`src/rtl/npc_pkg.sv`:
```
package npc_pkg;
    localparam int AW = 32;
    localparam int JFIELD = 26;
    typedef enum logic [1:0] {
        SRC_SEQ    = 2'd0,
        SRC_BRANCH = 2'd1,
        SRC_REGION = 2'd2,
        SRC_REG    = 2'd3
    } src_e;
endpackage

```
`src/rtl/npc_targets.sv`:
```
module npc_targets
    import npc_pkg::*;
#(
    parameter int W = AW,
    parameter int JW = JFIELD
) (
    input  logic [W-1:0] pc,
    input  logic [W-1:0] instr,
    input  logic [W-1:0] imm_ext,
    output logic [W-1:0] seq_addr,
    output logic [W-1:0] br_addr,
    output logic [W-1:0] region_addr
);
    localparam int HI = W - JW - 2;

    always_comb begin
        seq_addr    = pc + W'(4);
        br_addr     = seq_addr + {imm_ext[W-3:0], 2'b00};
        region_addr = {pc[W-1 -: HI], instr[JW-1:0], 2'b00};
    end
endmodule

```
`src/rtl/npc_select.sv`:
```
module npc_select
    import npc_pkg::*;
(
    input  logic is_branch,
    input  logic alu_zero,
    input  logic is_jump,
    input  logic is_jreg,
    input  logic is_link,
    output src_e src
);
    always_comb begin
        if (is_jreg)                     src = SRC_REG;
        else if (is_jump || is_link)     src = SRC_REGION;
        else if (is_branch && alu_zero)  src = SRC_BRANCH;
        else                             src = SRC_SEQ;
    end
endmodule

```
`src/rtl/npc_unit.sv`:
```
module npc_unit
    import npc_pkg::*;
#(
    parameter int W = AW,
    parameter int RA_IDX = 31
) (
    input  logic         clk,
    input  logic         rst,
    input  logic [W-1:0] instr,
    input  logic [W-1:0] imm_ext,
    input  logic [W-1:0] reg_val,
    input  logic         alu_zero,
    input  logic         is_branch,
    input  logic         is_jump,
    input  logic         is_jreg,
    input  logic         is_link,
    output logic [W-1:0] pc_q,
    output logic [W-1:0] link_addr,
    output logic [4:0]   link_reg,
    output logic         link_we
);
    logic [W-1:0] seq_addr, br_addr, region_addr, pc_d;
    src_e src;

    npc_targets #(.W(W), .JW(JFIELD)) targets_i (
        .pc(pc_q), .instr(instr), .imm_ext(imm_ext),
        .seq_addr(seq_addr), .br_addr(br_addr), .region_addr(region_addr)
    );

    npc_select select_i (
        .is_branch(is_branch), .alu_zero(alu_zero), .is_jump(is_jump),
        .is_jreg(is_jreg), .is_link(is_link), .src(src)
    );

    always_comb begin
        unique case (src)
            SRC_SEQ:    pc_d = seq_addr;
            SRC_BRANCH: pc_d = br_addr;
            SRC_REGION: pc_d = region_addr;
            SRC_REG:    pc_d = reg_val;
            default:    pc_d = seq_addr;
        endcase
    end

    always_ff @(posedge clk) begin
        if (rst) pc_q <= '0;
        else     pc_q <= pc_d;
    end

    always_comb begin
        link_addr = seq_addr;
        link_reg  = 5'(RA_IDX);
        link_we   = is_link;
    end


    reset_zero_chk: assert property (@(posedge clk) rst |=> pc_q == '0);

    jreg_target_chk: assert property (@(posedge clk) disable iff (rst)
        is_jreg |=> pc_q == $past(reg_val));

    seq_step_chk: assert property (@(posedge clk) disable iff (rst)
        (!is_jreg && !is_jump && !is_link && !(is_branch && alu_zero))
        |=> pc_q == $past(pc_q) + W'(4));

    region_hi_chk: assert property (@(posedge clk) disable iff (rst)
        (!is_jreg && (is_jump || is_link)) |=>
        (pc_q[W-1:W-4] == $past(pc_q[W-1:W-4]) && pc_q[1:0] == 2'b00));

    link_we_chk: assert property (@(posedge clk) link_we == is_link);
endmodule

```
`config.mk`:
```
export PLATFORM = sky130hd
export DESIGN_NAME = npc_unit
export DESIGN_NICKNAME = d
export VERILOG_FILES = /design/src/rtl/npc_pkg.sv /design/src/rtl/npc_targets.sv /design/src/rtl/npc_select.sv /design/src/rtl/npc_unit.sv
export SDC_FILE = /design/constraint.sdc
export NUM_CORES = 1
export LEC_CHECK = 0
export BUFFER_PORTS_ARGS = -buffer_cell sky130_fd_sc_hd__buf_2
export CAP_MARGIN = 25
export CORE_AREA = 8 8 97 99
export DETAILED_ROUTE_END_ITERATION = 10
export DIE_AREA = 0 0 105 107
export GPL_TIMING_DRIVEN = 1
export PLACE_DENSITY = 0.91
export SLEW_MARGIN = 20
export SYNTH_ARGS = -nofsm -noshare
export SYNTH_HDL_FRONTEND = slang
export SYNTH_SLANG_ARGS = --single-unit
```
`constraint.sdc`:
```
create_clock -name clk -period 4.4 [get_ports clk]
set_clock_uncertainty 0.2 [all_clocks]
set_input_delay 0.22 -clock clk [delete_from_list [all_inputs] [get_ports clk]]
set_output_delay 0.22 -clock clk [all_outputs]
set_load 0.02 [all_outputs]
```
==> results by stage, run 1 <==
Timing:
- Setup repair after global routing left no endpoint under its margin.
- The number of hold violations in the final report came to 0.
- The max-slew violation total from the final report is 0.
- The final hold slack is 0.00209 ns.
- The sum of negative setup slack is 0 ns.
- The peak clock frequency supported by timing is 244 MHz.
- The final critical-path required period is 4.10 ns.
- Headroom to the max-slew limit came out at 42.8%.
- The final setup violation count is 0.
- For the pin with the worst max-slew slack, the measured transition is 0.856 ns.
- The final critical-path share of the clock period is 93.2%.

Floorplan:
- The die covers 11200 sq um.
- The number of top-level pins is 173.
- The floorplan has 33 rows.
- From bottom edge to top edge, the die measures 107 um.
- In this run the standard cell core region covers 7930 sq um.
- The die is 105 um wide.
- The starting density of the core is 46.6%.

Logic synthesis:
- The most used flip-flop cell after synthesis is sky130_fd_sc_hd__dfxtp_1.
- After synthesis, the mean cell area works out to 7.56 sq um.
- Counting flops with a built-in enable in the synthesized netlist gives 0.
- Of all flip-flops after synthesis, the portion carrying an async set or reset was 0%.
- The mapped netlist covers 3690 sq um.
- The number of distinct library cells after synthesis is 59.
- During synthesis, Yosys emitted a total of 0 warnings.
- Of the synthesized area, sequential elements account for 17.3%.
- The synthesized instance count is 489.
- The synthesized flop and latch total is 32.

Global route:
- In the global route stage, met2 resource usage came out at 42.8%.
- The most congested layer reported by global routing is met2.
- The initial antenna violation count is 0.
- For this run, global-route usage on met3 was measured as 5.70%.
- The met1 capacity usage during global routing is 27.0%.
- Entering global routing, the biggest net connects 37 pins.
- The number of global-route vias before repair is 4588.
- The first global-routing pass estimated 22.4 mm of wire.
- Global routing finished with a remaining overflow of 0.
- The global-route total usage across every layer is 23.9%.

Final layout:
- The fraction of final layout cells sized beyond drive strength 1 is 29.2%.
- The register with the most flip-flops in the final layout is pc_q.
- The most common library cell in the layout ignoring fill and taps is sky130_fd_sc_hd__buf_2.
- The filler cells instantiated in the layout total 758.
- The area growth from synthesis to layout is 25.9%.
- In the layout the commonest cells are sky130_fd_sc_hd__buf_2, sky130_fd_sc_hd__nand2_1, sky130_fd_sc_hd__a21oi_1, sky130_fd_sc_hd__nor2_1.
- The register with the most flip-flops in the layout has 32 of them.
- The count of antenna diodes in the layout is 0.
- In the final layout, the registers with the most flip-flops are pc_q (32).
- After the last flow step, the layout net total stands at 775.

Clock network:
- The clock reaches the later pin of the worst-skew pair after 0.29 ns.
- The H-tree was split into 2 levels.
- The clock-pin slew on the worst setup and hold paths is 0.08 ns.
- The number of clock sinks is 32.
- The cell at the root of the clock tree is sky130_fd_sc_hd__clkbuf_8.
- In this run, CTS created clock tree buffers numbering 5.
- No sink is reached through more buffers than the 2 on the longest clock path.
- The TritonCTS clock tree is yes.
- The buffer count from post-CTS setup fixing is 0.

Worst setup path:
- The worst reg-to-reg setup slack is 0.30 ns.
- The worst register-to-register path ends at pc_q[24]$_SDFF_PP0_.
- The end point of the critical path is pc_q[24]$_SDFF_PP0_.
- The critical path is of the reg2reg type.
- The signal arrival time at the worst endpoint is 4.05 ns.
- The largest driver fanout on the critical path is 7.
- The worst endpoint required time is 4.34 ns.
- The worst setup path is launched from a flip-flop.
- The beginning of the critical path is pc_q[2]$_SDFF_PP0_.
- The depth of the worst register-to-register path is 14.
- The worst register-to-register path begins at pc_q[2]$_SDFF_PP0_.
- STA classifies the critical path endpoint as a flip-flop.

Route:
- The routed wire length is 14.3 mm.
- The average wire per cell in the routed design is 19.2 um.
- The number of nets with antenna violations after routing is 0.
- Before antenna repair, the detailed router went through 6 iterations.
- The average via count per standard cell is 6.02.
- The number of vias in the routed layout is 4473.
- In this run, the number of DRC markers left after iteration 0 of detailed routing was 354.
- For this run, design rule violations remaining after detail routing come to 0.

Placement:
- The HPWL after detailed placement is 11.2 mm.
- The congestion estimate from routability-driven global placement came to 0.935.
- The number of buffers inserted by port buffering is 159.

Run:
- Across the run, the number of max-cap violations was 0.

Power:
- Power spread over the standard cell area amounts to 242 nW/um^2.
- The clock network accounts for 22.1% of the total power.
- Net switching is 42.0% of the power.
- The fraction of power consumed by combinational cells is 47.6%.
- In this run the static leakage power is 2.30 nW.
- Summed over all nets, the switching power comes to 473 uW.
- Registers are responsible for 30.3% of the overall power.
- Internal power comes to 654 uW.
- VDD sags by at most 0.152 mV.

Min path:
- The class of the tightest hold or removal check is in2reg.

Status:
- The flow ran to the end, and the final reports show no timing, DRC or antenna violations.
-- how the worst min path moves through the flow --
stage,depth (start not counted),end,startpoint
2_1_floorplan,3,pc_q[29]$_SDFFE_PP0N_,rst
3_3_place_gp,3,pc_q[0]$_SDFFE_PP0P_,reg_val[0]
3_5_place_dp,3,pc_q[1]$_SDFFE_PP0P_,reg_val[1]
4_1_cts,3,pc_q[23]$_SDFF_PP0_,instr[21]
5_1_grt,3,pc_q[23]$_SDFF_PP0_,instr[21]
6_report,3,pc_q[23]$_SDFF_PP0_,instr[21]
-- layout make-up --
cell class	instances	area [sq um]	share of cell area, %
Tap cell	105	131	2.82
Timing Repair Buffer	165	846	18.2
Sequential cell	32	641	13.8
Multi-Input combinational cell	416	2880	61.9
Clock buffer	8	90.1	1.94
Inverter	17	63.8	1.37
-- kinds of logic after synthesis --
kind of cell / share of synthesized area (%)
AO/OA/AOI/OAI: 30.9
other: 0.101
XOR/XNOR: 11.8
buffers and inverters: 5.42
adder cells (fa/ha/maj): 12.1
flip-flops: 17.3
AND/OR/NAND/NOR: 22.4
-- Yosys cell counts (4+ instances only) --
cell type / n / share of area (%)
sky130_fd_sc_hd__xor2_1: 14 / 3.3
sky130_fd_sc_hd__nand3_1: 15 / 2.0
sky130_fd_sc_hd__a21o_1: 14 / 2.8
sky130_fd_sc_hd__clkbuf_1: 19 / 1.9
sky130_fd_sc_hd__o21ai_1: 5 / 0.68
sky130_fd_sc_hd__a31oi_1: 6 / 1.0
sky130_fd_sc_hd__nand2_1: 47 / 4.8
sky130_fd_sc_hd__nand4_1: 10 / 1.7
sky130_fd_sc_hd__nand2b_1: 5 / 0.85
sky130_fd_sc_hd__o21a_1: 4 / 0.81
sky130_fd_sc_hd__dfxtp_1: 32 / 17
sky130_fd_sc_hd__inv_1: 17 / 1.7
sky130_fd_sc_hd__o21ai_0: 25 / 3.4
sky130_fd_sc_hd__a222oi_1: 19 / 5.1
sky130_fd_sc_hd__ha_1: 34 / 12
sky130_fd_sc_hd__nor2_1: 38 / 3.9
sky130_fd_sc_hd__a221oi_1: 6 / 1.4
sky130_fd_sc_hd__and3_1: 9 / 1.5
sky130_fd_sc_hd__a21oi_1: 47 / 6.4
sky130_fd_sc_hd__buf_4: 8 / 1.6
sky130_fd_sc_hd__a211oi_1: 12 / 2.4
sky130_fd_sc_hd__nor3_1: 11 / 1.5
sky130_fd_sc_hd__o31ai_1: 4 / 0.81
sky130_fd_sc_hd__xnor2_1: 34 / 8.1
-- through the flow --
stage | cell area, sq um | utilization [%] | std cells | power (mW) | worst slack [ns]
after floorplan | 3710 | - | 493 | 0.705 | 0.275
after global placement | 4540 | 57.2 | 733 | 0.860 | 0.450
after detailed placement | 4540 | 57.2 | 733 | 0.872 | 0.278
after CTS | 4650 | 58.6 | 743 | 1.12 | 0.246
after global routing | 4650 | 58.7 | 743 | 1.20 | 0.0157
final | 4650 | 58.7 | 743 | 1.13 | 0.298
-- power by group through the flow --
stage	clock [mW]	combinational (mW)	sequential, mW
2_1_floorplan	0	0.336	0.369
3_3_place_gp	0	0.514	0.345
3_5_place_dp	0	0.525	0.347
4_1_cts	0.251	0.530	0.340
5_1_grt	0.268	0.585	0.344
6_report	0.249	0.536	0.341
-- worst max-delay path, stage by stage, from the launching register on --
cell and delay [ns]:
sky130_fd_sc_hd__dfxtp_1 0.43, sky130_fd_sc_hd__ha_1 0.30, sky130_fd_sc_hd__nand2_1 0.19, sky130_fd_sc_hd__or2_1 0.35
sky130_fd_sc_hd__nor2_1 0.21, sky130_fd_sc_hd__xor2_1 0.33, sky130_fd_sc_hd__ha_1 0.39, sky130_fd_sc_hd__a21oi_1 0.23
sky130_fd_sc_hd__nand2_1 0.09, sky130_fd_sc_hd__a211oi_2 0.32, sky130_fd_sc_hd__nand2_1 0.10, sky130_fd_sc_hd__o211a_1 0.27
sky130_fd_sc_hd__o211a_1 0.22, sky130_fd_sc_hd__o31ai_1 0.23, sky130_fd_sc_hd__a21oi_1 0.10
-- layer usage --
metal,vias to the layer above,wire [um]
met5,-,0
met2,262,7020
met1,2059,5690
met4,0,340
li1,2126,-
met3,26,1230
-- what timing repair did --
action / CTS / global route
setup endpoints to repair: 0 / 1
hold buffers: 2 / 0
gates resized for setup: 0 / 2
endpoints found under the hold margin: 2 / 0
Power figures use the tool's default switching activity.
==> run 2, diff against run 1 <==
CORE_AREA = 8 8 94 96   (was 8 8 97 99)
DIE_AREA = 0 0 102 104   (was 0 0 105 107)
PLACE_DENSITY = 0.95   (was 0.91)
clock period = 4.9 ns   (was 4.4 ns; I/O delays follow)
==> run 2 against run 1 <==
Worst setup slack better by 0.29 ns; sequential share of layout area hardly changed; cell count is 0.81% lower; global-route usage is 2.3 points higher; total power is 4.2% lower; first-iteration DRC count is 3.7% lower; clock-buffer cell count is 1 lower; critical path type unchanged.
==> results by stage, run 2 (synthesized netlist as in run 1, its figures left out) <==
Status:
- The flow ran to the end, and the final reports show no timing, DRC or antenna violations.

Worst setup path:
- The signal arrival time at the worst endpoint is 4.25 ns (+0.20 ns).
- The worst endpoint required time came to 4.84 ns (+0.50 ns).
- The depth of the worst register-to-register path is 14 (unchanged).
- The total stage count of the critical path is 14 (unchanged).
- The reg-to-reg critical path startpoint is pc_q[2]$_SDFF_PP0_.
- The critical path endpoint category is a flip-flop.
- The largest driver fanout on the critical path was 7 (unchanged).
- The critical path goes through ha_1 -> nand2_1 -> or2_1 -> nor2_1 -> xor2_1 -> ha_1 -> a21oi_1 -> nand2_1 -> a211oi_1 -> nand2_1 -> o211a_1 -> o211a_1 -> o31ai_1 -> a21oi_1.
- The slowest stage of the critical path belongs to the cell sky130_fd_sc_hd__a211oi_1.
- The cell family contributing the most delay on the critical path is compound AO/OA/AOI/OAI gates.
- The worst setup path is of the reg2reg kind.
- The buffer and inverter count on the worst path came to 0 (unchanged).
- The endpoint identified for the worst register-to-register timing path is pc_q[24]$_SDFF_PP0_.
- The dominant cell type by count on the critical path is sky130_fd_sc_hd__nand2_1.
- Tracing the worst setup path back leads to its startpoint at pc_q[2]$_SDFF_PP0_.
- The end point of the critical path is pc_q[24]$_SDFF_PP0_.
- The largest stage delay on the critical path is 0.45 ns (+0.02 ns).
- The worst reg-to-reg setup slack is 0.59 ns (+0.29 ns).
- STA classifies the critical path startpoint as a flip-flop.

Final layout:
- The fraction of final layout cells sized beyond drive strength 1 was 29.1% (about the same).
- The area growth from synthesis to layout is 25.9% (about the same).
- Leaving out fill and tap cells, the most frequent cells in the layout are sky130_fd_sc_hd__buf_2, sky130_fd_sc_hd__nand2_1, sky130_fd_sc_hd__a21oi_1, sky130_fd_sc_hd__nor2_1.
- The share of the core filled with cells in the final layout is 62.5% (+3.8 points).
- The most common library cell in the layout ignoring fill and taps is sky130_fd_sc_hd__buf_2.
- The final instance area is 4650 sq um (about the same).
- The number of flip-flops under the largest register name is 32 (unchanged).
- The count of antenna diodes in the layout is 0 (unchanged).
- The total number of nets in the final design is 772 (-0.39%).
- The final standard cell count with taps included and fillers excluded is 737 (-0.81%).
- The filler cell count is 702 (-7.4%).
- The largest registers in the layout are pc_q (32).
- The register with the most flip-flops in the final layout is pc_q.

Power:
- The power per cell area was 232 nW/um^2 (-4.2%).
- The highest ir drop seen on vdd is 0.155 mV (+2.0%).
- The leakage power is 2.31 nW (+0.25%).

Placement:
- The half-perimeter wire length after placement came to 11.0 mm (-1.4%).
- The standard cell area after detailed placement is 4530 sq um (-0.25%).
- The global placement routability congestion was 0.923 (-1.3%).
- The number of placed instances, taps included was 729 (-0.55%).
- The number of buffers inserted by port buffering is 159 (unchanged).
- The worst setup slack before clock tree synthesis came to 0.724 ns (+0.446 ns).

Timing:
- The worst slew margin relative to its limit is 44.8% (+2.0 points).
- The peak clock frequency supported by timing came to 232 MHz (-4.8%).
- The number of hold violations in the final report was 0 (unchanged).
- The transition at the pin with the smallest max-transition slack is 0.826 ns (-0.0300 ns).
- Setup repair after global routing left no endpoint under its margin.
- The final critical-path share of the clock period was 87.9% (-5.3 points).
- The final setup violation count is 0 (unchanged).
- The sum of negative setup slack is 0 ns (unchanged).
- The max-slew violation total from the final report is 0 (unchanged).
- The final critical-path required period was 4.31 ns (+0.206 ns).
- The worst setup slack after layout came to 0.592 ns (+0.294 ns).

Clock network:
- The buffer count from post-CTS setup fixing came to 0 (unchanged).
- TritonCTS built the clock tree.
- The clock network latency to the later pin of the worst-skew pair is 0.29 ns (about the same).
- The maximum clock insertion buffer count was 2 (unchanged).
- The number of clock sinks came to 32 (unchanged).
- The number of H-tree levels is 2 (unchanged).
- The clock-pin slew on the worst setup and hold paths came to 0.08 ns (about the same).
- The total CTS buffers was 5 (unchanged).
- Clock tree synthesis selected as its root buffer the cell sky130_fd_sc_hd__clkbuf_8.
- The count of hold buffers inserted by post-cts repair came to 0 (-2).
- The post-cts repair resize count is 0 (unchanged).

Route:
- The average wire per cell in the routed design was 19.4 um (+0.76%).
- The number of iterations in the first detailed-routing pass is 7 (+1).
- The violation count after the first detailed-routing iteration is 341 (-3.7%).
- The number of nets with antenna violations after routing was 0 (unchanged).
- The average via count per standard cell is 6.22 (+3.3%).
- The routed wire length is 14.3 mm (about the same).
- The DRC violation count after routing was 0 (unchanged).
- The number of vias in the routed layout was 4583 (+2.5%).

Global route:
- The pin count of the biggest net entering global routing is 37 (unchanged).
- The total congestion overflow after global routing is 0 (unchanged).
- The number of global-route vias before repair is 4756 (+3.7%).
- The initial antenna violation count came to 0 (unchanged).
- The met3 layer usage reported by global route was 6.69% (+0.99 points).
- The global-route total usage across every layer is 26.2% (+2.3 points).
- The global routing met2 resource utilization is 45.2% (+2.5 points).
- The global-route wire length before repair is 22.8 mm (+1.7%).
- The met1 capacity usage during global routing came to 29.9% (+2.9 points).
- After global routing, the most crowded layer is met2.

Floorplan:
- The vertical die dimension is 104 um (-2.8%).
- The site row count is 32 (-3.0%).
- The starting density of the core is 49.6% (+3.0 points).
- The area of the placeable core is 7450 sq um (-6.1%).
- The number of top-level pins is 173 (unchanged).
- The horizontal die dimension is 102 um (-2.9%).
- The overall die area is 10600 sq um (-5.6%).

Run:
- The max-cap check violation count was 0 (unchanged).

Min path:
- The class of the tightest hold or removal check is in2reg.
==> run 2: cell types whose count changed in the layout (fill, tap and decap cells not counted), sizes merged <==
cell / previous run / this run
buf: 163 / 162
bufinv: 0 / 1
clkbuf: 8 / 7
dlygate4sd3: 2 / 0
==> run 2: per-layer routing <==
| metal | vias up | share of wire [%] |
|---|---|---|
| met2 | 257 | 48 |
| met3 | 37 | 10 |
| met4 | 0 | 2.5 |
| li1 | 2129 | - |
| met1 | 2160 | 39 |
| met5 | - | 0 |
==> run 2: worst min-delay path, delay by kind of cell <==
kind / cells / cell delay (ns)
AOI/OAI and AO/OA: 1 / 0.07
buffers and inverters: 1 / 0.08
and+or+nand+nor: 1 / 0.09
==> run 2: how the worst min path moves through the flow <==
stage                    startpoint                    end  slack, ns  cells after the start
2_1_floorplan                   rst  pc_q[29]$_SDFFE_PP0N_       0.21                      3
3_3_place_gp   pc_q[1]$_SDFFE_PP0P_   pc_q[1]$_SDFFE_PP0P_       0.30                      2
3_5_place_dp             reg_val[1]   pc_q[1]$_SDFFE_PP0P_       0.33                      3
4_1_cts                  reg_val[0]   pc_q[0]$_SDFFE_PP0P_       0.03                      3
5_1_grt                  reg_val[0]   pc_q[0]$_SDFFE_PP0P_       0.04                      3
6_report                 reg_val[0]   pc_q[0]$_SDFFE_PP0P_       0.02                      3
==> run 2: per-stage QoR <==
step	power, mW	hold slack, ns
6_report	1.08	0.0220
3_3_place_gp	0.769	0.298
2_1_floorplan	0.633	0.210
3_5_place_dp	0.783	0.326
5_1_grt	1.14	0.0377
4_1_cts	1.08	0.0257
==> run 2: power by group <==
group / internal, mW / leakage, nW / switching, mW
clock: 0.180 / 0.0645 / 0.112
sequential: 0.280 / 0.265 / 0.0268
combinational: 0.190 / 1.98 / 0.291
total: 0.650 / 2.31 / 0.429
==> run 2: area by class of cell <==
| class | instances | area [sq um] | area share (%) |
|---|---|---|---|
| Multi-Input combinational cell | 416 | 2880 | 61.8 |
| Inverter | 17 | 63.8 | 1.37 |
| Timing Repair Buffer | 162 | 818 | 17.6 |
| Tap cell | 102 | 128 | 2.74 |
| Clock buffer | 7 | 96.3 | 2.07 |
| Clock inverter | 1 | 30.0 | 0.646 |
| Sequential cell | 32 | 641 | 13.8 |
